==> src/rtl/tsc_pkg.sv <==
package tsc_pkg;

    localparam int unsigned TSC_CNT_W     = 16;
    localparam int unsigned TSC_SYNC_LEN  = 2;
    localparam int unsigned TSC_DEB_LEN   = 4;
    localparam int unsigned TSC_CTRL_W    = 4;

    // Decoded control word; the reserved position is deliberately absent.
    typedef struct packed {
        logic irq_en;
        logic rise_sel;
        logic deb_en;
    } tsc_ctrl_t;

    // Edge detector result carried between stages.
    typedef struct packed {
        logic level;
        logic hit;
    } tsc_edge_t;

    function automatic tsc_ctrl_t tsc_decode(input logic [TSC_CTRL_W-1:0] raw);
        tsc_ctrl_t c;
        c.deb_en   = raw[0];
        c.rise_sel = raw[1];
        c.irq_en   = raw[3];
        return c;
    endfunction

    function automatic logic tsc_all_equal(input logic [TSC_DEB_LEN-1:0] v);
        return (&v) | ~(|v);
    endfunction

endpackage

==> src/rtl/tsc_sync.sv <==
module tsc_sync #(
    parameter int unsigned STAGES = tsc_pkg::TSC_SYNC_LEN
) (
    input  logic clk,
    input  logic rst,
    input  logic d_i,
    output logic q_o
);
    logic [STAGES-1:0] chain_q;

    generate
        if (STAGES == 1) begin : g_one
            always_ff @(posedge clk) begin
                if (rst) chain_q <= '0;
                else     chain_q <= d_i;
            end
        end else begin : g_many
            always_ff @(posedge clk) begin
                if (rst) chain_q <= '0;
                else     chain_q <= {chain_q[STAGES-2:0], d_i};
            end
        end
    endgenerate

    assign q_o = chain_q[STAGES-1];
endmodule

==> src/rtl/tsc_debounce.sv <==
module tsc_debounce #(
    parameter int unsigned RUN = tsc_pkg::TSC_DEB_LEN
) (
    input  logic clk,
    input  logic rst,
    input  logic d_i,
    output logic q_o
);
    localparam int unsigned HW = (RUN > 1) ? RUN - 1 : 1;

    logic [HW-1:0] hist_q;
    logic          filt_q;
    logic          run_ok;

    generate
        if (RUN <= 1) begin : g_bypass
            assign run_ok = 1'b1;
            always_ff @(posedge clk) begin
                if (rst) hist_q <= '0;
                else     hist_q <= d_i;
            end
        end else begin : g_run
            logic [RUN-1:0] win;
            assign win    = {hist_q, d_i};
            assign run_ok = (&win) | ~(|win);
            if (HW == 1) begin : g_h1
                always_ff @(posedge clk) begin
                    if (rst) hist_q <= '0;
                    else     hist_q <= d_i;
                end
            end else begin : g_hn
                always_ff @(posedge clk) begin
                    if (rst) hist_q <= '0;
                    else     hist_q <= {hist_q[HW-2:0], d_i};
                end
            end
        end
    endgenerate

    always_ff @(posedge clk) begin
        if (rst)         filt_q <= 1'b0;
        else if (run_ok) filt_q <= d_i;
    end

    assign q_o = filt_q;

    // the filtered level never moves unless the sample run was uniform
    a_r3_run_before_change: assert property (@(posedge clk) disable iff (rst)
        !$stable(filt_q) |-> $past(run_ok));
endmodule

==> src/rtl/tsc_edge.sv <==
module tsc_edge
    import tsc_pkg::*;
(
    input  logic      clk,
    input  logic      rst,
    input  logic      raw_i,
    input  logic      deb_i,
    input  tsc_ctrl_t ctrl_i,
    input  logic      dis_i,
    output tsc_edge_t ev_o
);
    logic level;
    logic prev_q;

    assign level = ctrl_i.deb_en ? deb_i : raw_i;

    // History follows the pin regardless of edge select or disable.
    always_ff @(posedge clk) begin
        if (rst) prev_q <= 1'b0;
        else     prev_q <= level;
    end

    assign ev_o.level = level;
    assign ev_o.hit   = (level != prev_q) && (level == ctrl_i.rise_sel) && !dis_i;

    // a hit always marks a level that matches the selected polarity
    a_r4_polarity: assert property (@(posedge clk) disable iff (rst)
        ev_o.hit |=> (prev_q == $past(ctrl_i.rise_sel)));
endmodule

==> src/rtl/tsc_capture.sv <==
module tsc_capture
    import tsc_pkg::*;
#(
    parameter int unsigned CNT_W = TSC_CNT_W
) (
    input  logic             clk,
    input  logic             rst,
    input  logic             hit_i,
    input  logic [CNT_W-1:0] count_i,
    input  logic             clr_i,
    input  logic             irq_en_i,
    output logic [CNT_W-1:0] val_o,
    output logic             flag_o,
    output logic             irq_o
);
    logic [CNT_W-1:0] val_q;
    logic             flag_q;

    always_ff @(posedge clk) begin
        if (rst)        val_q <= '0;
        else if (hit_i) val_q <= count_i;
    end

    always_ff @(posedge clk) begin
        if (rst)        flag_q <= 1'b0;
        else if (hit_i) flag_q <= 1'b1;
        else if (clr_i) flag_q <= 1'b0;
    end

    assign val_o  = val_q;
    assign flag_o = flag_q;
    assign irq_o  = flag_q & irq_en_i;

    a_r5_load: assert property (@(posedge clk) disable iff (rst)
        hit_i |=> (val_q == $past(count_i)));
    a_r5_hold: assert property (@(posedge clk) disable iff (rst)
        !hit_i |=> $stable(val_q));
    a_r6_capture_wins: assert property (@(posedge clk) disable iff (rst)
        (hit_i && clr_i) |=> flag_q);
    a_r6_sticky: assert property (@(posedge clk) disable iff (rst)
        (flag_q && !clr_i) |=> flag_q);
    a_r7_irq_needs_flag: assert property (@(posedge clk) disable iff (rst)
        irq_o |-> flag_o);
endmodule

==> src/rtl/tstamp_capture.sv <==
module tstamp_capture
    import tsc_pkg::*;
#(
    parameter int unsigned CNT_W    = TSC_CNT_W,
    parameter int unsigned SYNC_LEN = TSC_SYNC_LEN,
    parameter int unsigned DEB_LEN  = TSC_DEB_LEN
) (
    input  logic                  clk,
    input  logic                  rst,
    input  logic                  cap_pin_i,
    input  logic [CNT_W-1:0]      count_i,
    input  logic [TSC_CTRL_W-1:0] ctrl_i,
    input  logic                  flag_clr_i,
    input  logic                  cap_dis_i,
    output logic [CNT_W-1:0]      cap_val_o,
    output logic                  cap_flag_o,
    output logic                  cap_irq_o
);
    tsc_ctrl_t ctrl;
    tsc_edge_t ev;
    logic      pin_s;
    logic      pin_f;

    assign ctrl = tsc_decode(ctrl_i);

    tsc_sync #(.STAGES(SYNC_LEN)) u_sync (
        .clk (clk),
        .rst (rst),
        .d_i (cap_pin_i),
        .q_o (pin_s)
    );

    tsc_debounce #(.RUN(DEB_LEN)) u_deb (
        .clk (clk),
        .rst (rst),
        .d_i (pin_s),
        .q_o (pin_f)
    );

    tsc_edge u_edge (
        .clk    (clk),
        .rst    (rst),
        .raw_i  (pin_s),
        .deb_i  (pin_f),
        .ctrl_i (ctrl),
        .dis_i  (cap_dis_i),
        .ev_o   (ev)
    );

    tsc_capture #(.CNT_W(CNT_W)) u_cap (
        .clk      (clk),
        .rst      (rst),
        .hit_i    (ev.hit),
        .count_i  (count_i),
        .clr_i    (flag_clr_i),
        .irq_en_i (ctrl.irq_en),
        .val_o    (cap_val_o),
        .flag_o   (cap_flag_o),
        .irq_o    (cap_irq_o)
    );

    // with capture suppressed a clear flag cannot become set
    a_r8_dis_no_set: assert property (@(posedge clk) disable iff (rst)
        (cap_dis_i && !cap_flag_o) |=> !cap_flag_o);
    a_r8_dis_val_hold: assert property (@(posedge clk) disable iff (rst)
        cap_dis_i |=> $stable(cap_val_o));
endmodule

==> config.mk <==
export PLATFORM = sky130hd
export DESIGN_NAME = tstamp_capture
export DESIGN_NICKNAME = d
export VERILOG_FILES = /design/src/rtl/tsc_pkg.sv /design/src/rtl/tsc_sync.sv /design/src/rtl/tsc_debounce.sv /design/src/rtl/tsc_edge.sv /design/src/rtl/tsc_capture.sv /design/src/rtl/tstamp_capture.sv
export SDC_FILE = /design/constraint.sdc
export NUM_CORES = 1
export LEC_CHECK = 0
export ABC_AREA = 0
export BUFFER_PORTS_ARGS = -buffer_cell sky130_fd_sc_hd__buf_2
export CORE_MARGIN = 2
export CORE_UTILIZATION = 30
export CTS_CLUSTER_DIAMETER = 200
export DETAILED_ROUTE_END_ITERATION = 12
export GPL_TIMING_DRIVEN = 0
export SLEW_MARGIN = 20
export SYNTH_ARGS = -nofsm -noshare
export SYNTH_HDL_FRONTEND = slang
export SYNTH_SLANG_ARGS = --single-unit
==> constraint.sdc <==
create_clock -name clk -period 1.53 [get_ports clk]
set_input_delay 0.306 -clock clk [delete_from_list [all_inputs] [get_ports clk]]
set_output_delay 0.306 -clock clk [all_outputs]
set_load 0.1 [all_outputs]
Word-level counts from Yosys, hierarchy flattened
Index checks and enable logic that the tools add are counted.
{"block": "word_totals", "ff_bits": 24, "input_bits": 25, "output_inout_bits": 18, "elab_cells": 20}
{"block": "classes", "eq_ne": 2, "muxes": 3, "bitwise_logic": 3, "n_reduce_logical": 6}
{"cell": "AND reduction 4 bit", "count": 1}
{"cell": "OR reduction 4 bit", "count": 1}
{"cell": "two-way mux 1 bit", "count": 3}
{"cell": "logical AND 1 bit", "count": 2}
{"cell": "nonzero test 2 bit", "count": 1}
{"cell": "bitwise AND 1 bit", "count": 1}
{"cell": "equality test 1 bit", "count": 1}
{"cell": "zero test 1 bit", "count": 1}
{"cell": "!= test 1 bit", "count": 1}
{"cell": "inverter 1 bit", "count": 1}
{"cell": "bitwise OR 1 bit", "count": 1}

Depth between registers and ports, before layout
{"block": "logic_depth", "depth_word": 5, "mapped_depth": 5, "depth_no_buf": 3}

By module
Synthesis repeated with hierarchy kept, for this count alone.
{"block": "unflattened", "hier_cells": 79, "area_unflattened_um2": 873.3}
{"module": "tsc_capture", "n_inst": 1, "cells_per_inst": 57, "area_each_um2": 623.1, "seq_area_each_um2": 340.3}
{"module": "tsc_debounce", "n_inst": 1, "cells_per_inst": 10, "area_each_um2": 126.4, "seq_area_each_um2": 80.1}
{"module": "tsc_edge", "n_inst": 1, "cells_per_inst": 8, "area_each_um2": 71.3, "seq_area_each_um2": 20.0}
{"module": "tsc_sync", "n_inst": 1, "cells_per_inst": 4, "area_each_um2": 52.6, "seq_area_each_um2": 40.0}

Worst setup path before layout
No wires, ideal clock.
{"block": "synth_timing", "path_type": "register to output", "start": "register u_cap.flag_q (netlist: u_cap.flag_o)", "end": "output port cap_irq_o", "t_arrival_ns": 1.807, "t_required_ns": 1.224, "path_slack_ns": -0.583, "path_stages_with_launch": 2, "n_path_buf": 0, "path_cell_list": "dfxtp_1 and2_1"}
{"block": "synth_via", "elab_chain_cells": 1}
{"element": "start, declared", "line_no": "tsc_capture.sv:17", "text": "logic flag_q;"}
{"element": "start signal, assigned", "line_no": "tsc_capture.sv:25", "text": "if (rst) flag_q <= 1'b0;"}
{"element": "start signal, assigned", "line_no": "tsc_capture.sv:26", "text": "else if (hit_i) flag_q <= 1'b1;"}
{"element": "start signal, assigned", "line_no": "tsc_capture.sv:27", "text": "else if (clr_i) flag_q <= 1'b0;"}
{"element": "bitwise AND 1 bit", "line_no": "tsc_capture.sv:32", "text": "assign irq_o = flag_q & irq_en_i;"}
{"element": "end, declared", "line_no": "tstamp_capture.sv:17", "text": "output logic cap_irq_o"}
No other way between the ends.

Final worst setup path
{"block": "layout_timing", "start": "register u_deb.filt_q (netlist: u_deb.q_o)", "end": "register u_cap.val_q[13] (netlist: u_cap.val_o[13])"}
{"block": "layout_via", "elab_chain_cells": 4, "word_cells_on_any_way": 5, "cone_classes": "eq/ne: 2; mux: 1; reduce/logical: 2"}
{"element": "start, declared", "line_no": "tsc_debounce.sv:12", "text": "logic filt_q;"}
{"element": "start signal, assigned", "line_no": "tsc_debounce.sv:42", "text": "else if (run_ok) filt_q <= d_i;"}
{"element": "two-way mux 1 bit (*)", "line_no": "tsc_edge.sv:15", "text": "assign level = ctrl_i.deb_en ? deb_i : raw_i;"}
{"element": "!= test 1 bit / equality test 1 bit (equally long branches)", "line_no": "tsc_edge.sv:24", "text": "assign ev_o.hit = (level != prev_q) && (level == ctrl_i.rise_sel) && !dis_i;"}
{"element": "logical AND 1 bit (*) (2 in a row)", "line_no": "tsc_edge.sv:24"}
{"element": "end signal, assigned", "line_no": "tsc_capture.sv:21", "text": "else if (hit_i) val_q <= count_i;"}
{"element": "end, declared", "line_no": "tsc_capture.sv:16", "text": "logic [CNT_W-1:0] val_q;"}
Mark *: on every way between the ends. The rest lies on a longest branch, timed or not.
A chain may end at the register's enable or synchronous reset.

==> metrics <==
status=complete, no violations; cells after synthesis=95; post-route setup TNS=0 ns; DP HPWL=~1500 um; Hold Path Class=input pin to flop; area of placed instances=1270 um^2; DRC=0; # rows=21; Power Total=1.02 mW; vias per cell=4.17; R2R Setup Slk=0.11 ns; number of global-route vias before repair=roughly 630; H-tree depth=1; crit-path max cell delay=0.34 ns; Post-Route Utilization=between 30% and 40%; total global routing overflow=0; Starting Density=30.7%; worst skew pair latency=about 0.3 ns; commonest non-fill, non-tap cell in the layout=buf_2; initial antenna violation count=0; Core Area=about 3300 um^2; Max Root-Sink Buffers=2; # hold bufs at CTS=0; gpl congestion=0.673; commonest non-fill, non-tap cells in the layout=buf_2 (39), nand2b_1 (32), dfxtp_1 (23), mux2i_1 (17), nor2b_1 (6); worst-path cell chain=mux2i_1 > mux2_4 > buf_6 > buf_12 > mux2i_1; proportion of layout cells with a drive suffix above 1=a little over a third; startpoint types=flop; FMAX=0.704 GHz; final slew viol count=0; RSZ-0062 raised after global routing=no; Req. time, crit path=1.73 ns; layout overhead on the synthesized area=28.3%; worst-margin pin slew=slightly below 0.5 ns; Clock Skews=0.00412 ns; Peak VDD IR=roughly 0.42 mV; Final Hold Fails=0; Ant. Diodes=0; clock sink count=24; clock transition at the registers of the reported paths=0.12 ns; GRT Util Overall=9.17%; Max stage delay cell, worst path=dfxtp_1; post-DR wirelength/cell=just over 10 um; final period utilization=92.9%; Nets=165; leakage power=approximately 0.56 nW; largest net degree at the start of global routing=13; Initial DRC Count=9; root cell of the clock tree=clkbuf_4; CP arrival=1.62 ns; Post-Syn Area=just over 1000 um^2; Final Setup Violations=0; total number of yosys warnings=0; most used cell, CP=mux2i_1; Power Density=between 700 and 800 nW/um^2; post-synthesis cell type count=16; Design Area, Final=1290 um^2; Slew HR=about two thirds; max-cap check violation count=0; worst hold margin=0.207 ns; sequential area share after synthesis=47.6%; min cycle time layout=1.42 ns; Die H=around 62 um; global-route wire length before repair=~2600 um; Routed WL=1850 um; CTS tree=built; Die Width=62.0 um; Layout fillers=approximately 340; CP max FO=10; Port-buffer cells=40; CTS Buf Count=3; via count of the routed design=768; crit path capture type=flop; path type of the worst setup path=flop to flop; Antenna Nets Post-Route=0; post-synthesis sequential element count=24; Mean Syn Cell Area=10.6 um^2; # IOs=43; Pre-antenna DRT Iters=3; Post-Syn Nets=120; full die area=3840 um^2
-- metrics by stage --
stage,instances,setup slack [ns]
5_1_grt,184,0.0252
3_3_place_gp,181,0.0107
6_report,184,0.109
2_1_floorplan,95,0.00314
4_1_cts,184,0.00393
3_5_place_dp,181,-0.0175
-- power by group --
group          switching [mW]  internal (mW)
sequential            0.00431          0.634
clock                   0.165         0.0917
combinational          0.0727         0.0542
total                   0.242          0.780
-- registers in the layout, indices dropped and copies added (netlist names) --
| name | flops |
|---|---|
| u_cap.val_o | 16 |
| u_edge.prev_q | 1 |
| u_cap.flag_o | 1 |
| u_sync.chain_q | 2 |
| u_deb.hist_q | 3 |
| u_deb.q_o | 1 |
-- layer usage --
layer	wire length (um)	track usage, %
met2	906	15.9
met1	804	10.9
met5	0	0
met3	131	3.31
met4	12	1.82
-- kinds of logic (layout without fill, tap and decap cells) --
kind of cell	Yosys count	in the layout	synth area share (%)
simple gates	43	43	26.7
flops	24	24	47.6
mux	18	18	18.4
buf+inv	6	49	4.59
compound gates	4	4	2.73
-- cells in the mapped netlist, drive strengths merged --
cell type   n  area share, %
a21oi       1           0.50
and2        1           0.62
and3        1           0.62
buf         2            3.1
clkbuf      4            1.5
dfxtp      24             48
mux2        1            1.5
mux2i      17             17
nand2b     32             20
nor2        1           0.37
nor2b       6            3.7
nor3b       2            1.5
o21ai       1           0.50
o21ba       1           0.99
o31ai       1           0.74
-- layout make-up --
cell class              count  area, um^2  area share, %
clock buffers               3        22.5           1.74
flip-flops and latches     24         482           37.2
multi-input cells          65         483           37.3
repair buffers             40         203           15.7
plain buffers               6        46.3           3.58
well taps                  46        57.6           4.45
-- worst paths after layout --
path / cells after the start / to / startpoint
setup / recovery: 5 / u_cap.val_o[13] / u_deb.q_o
hold reg to reg: 1 / u_sync.chain_q[1] / u_sync.chain_q[0]
hold / removal: 2 / u_sync.chain_q[0] / cap_pin_i
setup reg to reg: 5 / u_cap.val_o[13] / u_deb.q_o
-- critical path: cells and delay by family, from the launching register on --
family   cells  cell delay (ns)
mux          3             0.68
flops        1             0.34
buf+inv      2             0.30
-- what timing repair did --
item	in CTS	in global routing
buffers inserted	0	0
endpoints found under the setup margin	0	1
resized for setup	0	1
Note: power is estimated with default switching activity, not from simulation.
